$ cat config.mk
export PLATFORM = sky130hd
export DESIGN_NAME = hdpc_seq
export DESIGN_NICKNAME = d
export VERILOG_FILES = /design/src/rtl/hdpc_pkg.sv /design/src/rtl/hdpc_seq.sv
export SDC_FILE = /design/constraint.sdc
export NUM_CORES = 1
export LEC_CHECK = 0
export BUFFER_PORTS_ARGS = -buffer_cell sky130_fd_sc_hd__buf_2
export CORE_AREA = 2 2 39 41
export CTS_BUF_LIST = sky130_fd_sc_hd__clkbuf_8
export DETAILED_ROUTE_END_ITERATION = 6
export DIE_AREA = 0 0 41 43
export HOLD_SLACK_MARGIN = 0.06
export PLACE_DENSITY = 0.76
export SKIP_LAST_GASP = 1
export SYNTH_ARGS = -nofsm -noshare
export SYNTH_HDL_FRONTEND = slang
export SYNTH_SLANG_ARGS = --single-unit
$ cat constraint.sdc
create_clock -name clk -period 1.6 [get_ports clk]
set_input_delay 0.08 -clock clk [delete_from_list [all_inputs] [get_ports clk]]
set_output_delay 0.08 -clock clk [all_outputs]
set_load 0.03 [all_outputs]
$ cat src/rtl/hdpc_pkg.sv
package hdpc_pkg;

  localparam int ST_W = 3;

  typedef enum logic [ST_W-1:0] {
    H_IDLE     = 3'd0,
    H_READY    = 3'd1,
    H_WAIT_IRQ = 3'd2,
    H_POLL     = 3'd3,
    H_XFER     = 3'd4
  } host_st_e;

  typedef enum logic [ST_W-1:0] {
    D_IDLE     = 3'd0,
    D_FILL     = 3'd1,
    D_IRQ_SIG  = 3'd2,
    D_DRQ_WAIT = 3'd3
  } dev_st_e;

  typedef enum logic [1:0] {
    S_IDLE,
    S_HOLD,
    S_JUDGE,
    S_REPORT
  } seq_e;

  typedef struct packed {
    logic [ST_W-1:0] host;
    logic [ST_W-1:0] dev;
    logic            irq_en;
  } snap_t;

endpackage

$ cat src/rtl/hdpc_seq.sv
module hdpc_seq
  import hdpc_pkg::*;
#(
  parameter int HOLD_CYC = 4
) (
  input  logic  clk,
  input  logic  rst_n,
  input  logic  trig,
  input  snap_t live,
  input  logic  legal,
  output snap_t snap_q,
  output logic  idle,
  output logic  hold,
  output logic  report,
  output logic  bad_now
);
  localparam int CW = $clog2(HOLD_CYC) + 1;

  seq_e          st_q;
  logic [CW-1:0] cnt_q;
  logic          bad_q;
  logic          last_hold;

  assign last_hold = (cnt_q == CW'(HOLD_CYC - 1));

  always_ff @(posedge clk) begin
    if (!rst_n) begin
      st_q   <= S_IDLE;
      cnt_q  <= '0;
      bad_q  <= 1'b0;
      snap_q <= '0;
    end else begin
      case (st_q)
        S_IDLE: begin
          cnt_q <= '0;
          if (trig) st_q <= S_HOLD;
        end
        S_HOLD: begin
          if (last_hold) begin
            snap_q <= live;
            st_q   <= S_JUDGE;
          end else begin
            cnt_q <= cnt_q + CW'(1);
          end
        end
        S_JUDGE: begin
          bad_q <= !legal;
          st_q  <= S_REPORT;
        end
        default: begin
          bad_q <= 1'b0;
          st_q  <= S_IDLE;
        end
      endcase
    end
  end

  assign idle    = (st_q == S_IDLE);
  assign hold    = (st_q != S_IDLE);
  assign report  = (st_q == S_REPORT) && bad_q;
  assign bad_now = (st_q == S_JUDGE) && !legal;
endmodule

==> results.md <==
| Metric | Reported | Unit |
| --- | --- | --- |
| Result of the run | finished, final reports clean | - |
| Clock buffers created by TritonCTS | 3 | - |
| Count of endpoints failing setup in the final report | 0 | - |
| Die height | 43 | µm |
| Startpoint of the tightest hold check path | live[0] | - |
| Number of pins exceeding their max-slew limit in the final report | 0 | - |
| Number of maximum-capacitance violations | 0 | - |
| Largest clock skew in the final design | 0.00235 | ns |
| Flip-flop and latch area | 260 | µm² |
| First-pass GRT wire length | 1750 | µm |
| Final number of hold-violating endpoints | 0 | - |
| Final ANT Viol Nets | 0 | - |
| Last weighted congestion value of the routability-driven placer | 0.770 | - |
| Maximum achievable frequency | 0.658 | GHz |
| Total of warnings raised by yosys | 0 | - |
| Post-synth design cell area | 627 | µm² |
| Clock tree from TritonCTS | built | - |
| Total global routing track utilization | 0.145 | - |
| Min setup slack post-route | 0.0810 | ns |
| RSZ-0062 raised after global routing | false | - |
| Net count after synthesis | 89 | - |
| Setup WS pre-CTS | 0.0977 | ns |
| Vias per cell | 4.91 | - |
| Max transition margin | 0.837 | - |
| R2R Path End | st_q[0] | - |
| Chip Width | 41 | µm |
| Cell count after synthesis | 72 | - |
| Die outline area | 0.00176 | mm² |
| Static power due to leakage | 0.000362 | µW |
| Routed Wire Length | 1110 | µm |
| # port buffers | 21 | - |
| Count of vias placed by the detailed router | 555 | - |
| Total number of clock tree sinks | 13 | - |
| Source of the critical timing path | st_q[0] | - |
| Register area share after synthesis | 0.415 | - |
| Highest net fanout along the worst path | 6 | - |
| Pin count of the biggest net entering global routing | 17 | - |
| Endpoint arrival time on the critical path | 1.69 | ns |
| Core box area | 0.00138 | mm² |
| Critical R2R Launch | st_q[0] | - |
| Routed length per instance | 9.81 | µm |
| Internal reg-to-reg setup slack | 0.08 | ns |
| Ant. Diodes | 0 | - |
| Remaining global-route overflow | 0 | - |
| Measured slew at the worst slew-check pin | 0.245 | ns |
| Largest voltage drop on the vdd net | 0.000921 | V |
| Clock insertion delay at the later pin of the skew report | 0.23 | ns |
| Setup total negative slack | 0 | ns |
| Vias in the first global route | 451 | - |
| Count of unresolved DRC violations after routing | 0 | - |
| Clock-pin transition on the worst setup and hold timing paths | 0.05 | ns |
| Type of the worst setup path | reg -> reg | - |
| Minimum clock period | 1.52 | ns |
| Resize count post-CTS | 0 | - |
| Number of levels in the clock H-tree | 1 | - |
| Critical path endpoint category | flip-flop | - |
| Worst reg-to-reg path cell count | 5 | - |
| Layout-stage area growth over the synthesis result | 28.1 | % |
| CTS root buf | sky130_fd_sc_hd__clkbuf_8 | - |
| Avg Inst Size Synth | 8.71 | µm² |
| Fraction of final layout cells sized beyond drive strength 1 | 0.299 | - |
| Row cnt | 14 | - |
| Hold Crit Depth | 3 | - |
| Type of origin of the critical path | flip-flop | - |
| Number of filler instances in the final layout | 148 | - |
| Number of buffers between clock root and the deepest sink | 2 | - |
| Pwr/cell area | 1380 | mW/mm² |
| Iteration count of the initial detailed-routing pass | 2 | - |
| Initial antenna violation count | 0 | - |
| Number of top-level design ports | 22 | - |
| Number of buffers inserted for hold repair after clock tree synthesis | 0 | - |
| Crit share post-route | 0.949 | - |
| Fin nets | 115 | - |
| Number of flip-flops and latches in the synthesized netlist | 13 | - |
| Setup repair bufs after CTS | 0 | - |
| Number of different library cells in the post-synthesis netlist | 19 | - |
| Total area of multi-input combinational cells | 335 | µm² |
| Class of the most critical hold timing path | in -> reg | - |
| Starting utilization of the core area | 0.453 | - |
| Detail Placement HPWL | 846 | µm |
| Endpoint, Worst Hold | snap_q[0] | - |
| Required time worst endpoint | 1.77 | ns |
| Initial DRC count | 3 | - |
==> sequential cells by signal, indices dropped and copies added (netlist names) <==
register and count:
bad_q 1, cnt_q 3, snap_q 7, st_q 2
==> how the worst max path moves through the flow <==
stage | end | slack, ns | cells past startpoint
after floorplan | st_q[0] | 0.10 | 5
after global placement | st_q[0] | 0.15 | 5
after detailed placement | st_q[0] | 0.1 | 5
after CTS | st_q[0] | 0.08 | 5
after global routing | st_q[0] | 0.02 | 5
final | st_q[0] | 0.08 | 5
==> area by class of cell <==
type                       instances  share of cell area
clock buffer                       3              0.0514
tap                               16              0.0249
multi-input combinational         52               0.417
inverter                           4              0.0187
timing repair buffer              24               0.159
sequential                        13               0.324
clock inverter                     1             0.00467
==> where the power goes <==
part | internal [µW] | total, µW | switching (µW)
logic | 170 | 436 | 267
registers | 362 | 395 | 32.6
clock network | 169 | 276 | 107
total | 700 | 1110 | 406
==> Yosys cell counts <==
| master | number | area, µm² |
|---|---|---|
| sky130_fd_sc_hd__a21boi_1 | 1 | 7.51 |
| sky130_fd_sc_hd__nor2b_1 | 2 | 12.5 |
| sky130_fd_sc_hd__o211ai_1 | 1 | 7.51 |
| sky130_fd_sc_hd__a21oi_1 | 2 | 10.0 |
| sky130_fd_sc_hd__nand3b_1 | 1 | 7.51 |
| sky130_fd_sc_hd__ha_1 | 6 | 75.1 |
| sky130_fd_sc_hd__nor2_1 | 2 | 7.51 |
| sky130_fd_sc_hd__dfxtp_1 | 13 | 260 |
| sky130_fd_sc_hd__clkbuf_1 | 2 | 7.51 |
| sky130_fd_sc_hd__and2_1 | 1 | 6.26 |
| sky130_fd_sc_hd__o31ai_1 | 1 | 7.51 |
| sky130_fd_sc_hd__or4_1 | 1 | 7.51 |
| sky130_fd_sc_hd__nand2_1 | 12 | 45.0 |
| sky130_fd_sc_hd__inv_1 | 4 | 15.0 |
| sky130_fd_sc_hd__o21ai_0 | 5 | 25.0 |
| sky130_fd_sc_hd__nand3_1 | 8 | 40.0 |
| sky130_fd_sc_hd__nor2b_4 | 1 | 13.8 |
| sky130_fd_sc_hd__buf_6 | 1 | 11.3 |
| sky130_fd_sc_hd__a21boi_0 | 8 | 60.1 |
==> critical path, stage by stage, from the launching register on <==
cell and delay [ns]:
sky130_fd_sc_hd__dfxtp_1 0.38, sky130_fd_sc_hd__inv_1 0.08, sky130_fd_sc_hd__ha_2 0.22, sky130_fd_sc_hd__nor2b_1 0.16, sky130_fd_sc_hd__or4_1 0.47, sky130_fd_sc_hd__a21boi_1 0.14
==> cell usage in the layout (no fill, tap or decap), types with 2 or more instances in the layout <==
cell type / instances
sky130_fd_sc_hd__a21boi_0: 8
sky130_fd_sc_hd__o21ai_0: 5
sky130_fd_sc_hd__inv_1: 5
sky130_fd_sc_hd__nor2b_1: 2
sky130_fd_sc_hd__nand3_1: 8
sky130_fd_sc_hd__nand2_1: 12
sky130_fd_sc_hd__nor2_1: 2
sky130_fd_sc_hd__dfxtp_1: 13
sky130_fd_sc_hd__buf_2: 21
sky130_fd_sc_hd__ha_1: 5
sky130_fd_sc_hd__a21oi_1: 2
sky130_fd_sc_hd__buf_4: 3
sky130_fd_sc_hd__clkbuf_8: 3
==> layer usage <==
metal	global-route usage	up-vias	share of wire
li1	-	299	-
met5	0	-	0
met2	0.219	15	0.43
met3	0.0314	2	0.055
met4	0.0800	0	0.0054
met1	0.183	239	0.51
==> stage by stage <==
stage / hold WS, ns / cells / util / power (µW) / area, µm²
final: 0.103 / 113 / 0.580 / 1110 / 803
after global routing: 0.107 / 113 / 0.580 / 1200 / 803
after CTS: 0.105 / 113 / 0.580 / 1120 / 803
after detailed placement: 0.353 / 109 / 0.548 / 840 / 758
after global placement: 0.343 / 109 / 0.548 / 830 / 758
after floorplan: 0.226 / 72 / - / 717 / 629
==> kinds of logic (layout without fill, tap and decap cells) <==
group,count (synthesis),count (layout),synth area share
buffers and inverters,7,32,0.0539
DFF,13,13,0.415
adders and majority gates,6,6,0.120
and+or+nand+nor,28,28,0.224
AOI/OAI and AO/OA,18,18,0.188
Note: power is estimated with default switching activity, not from simulation.
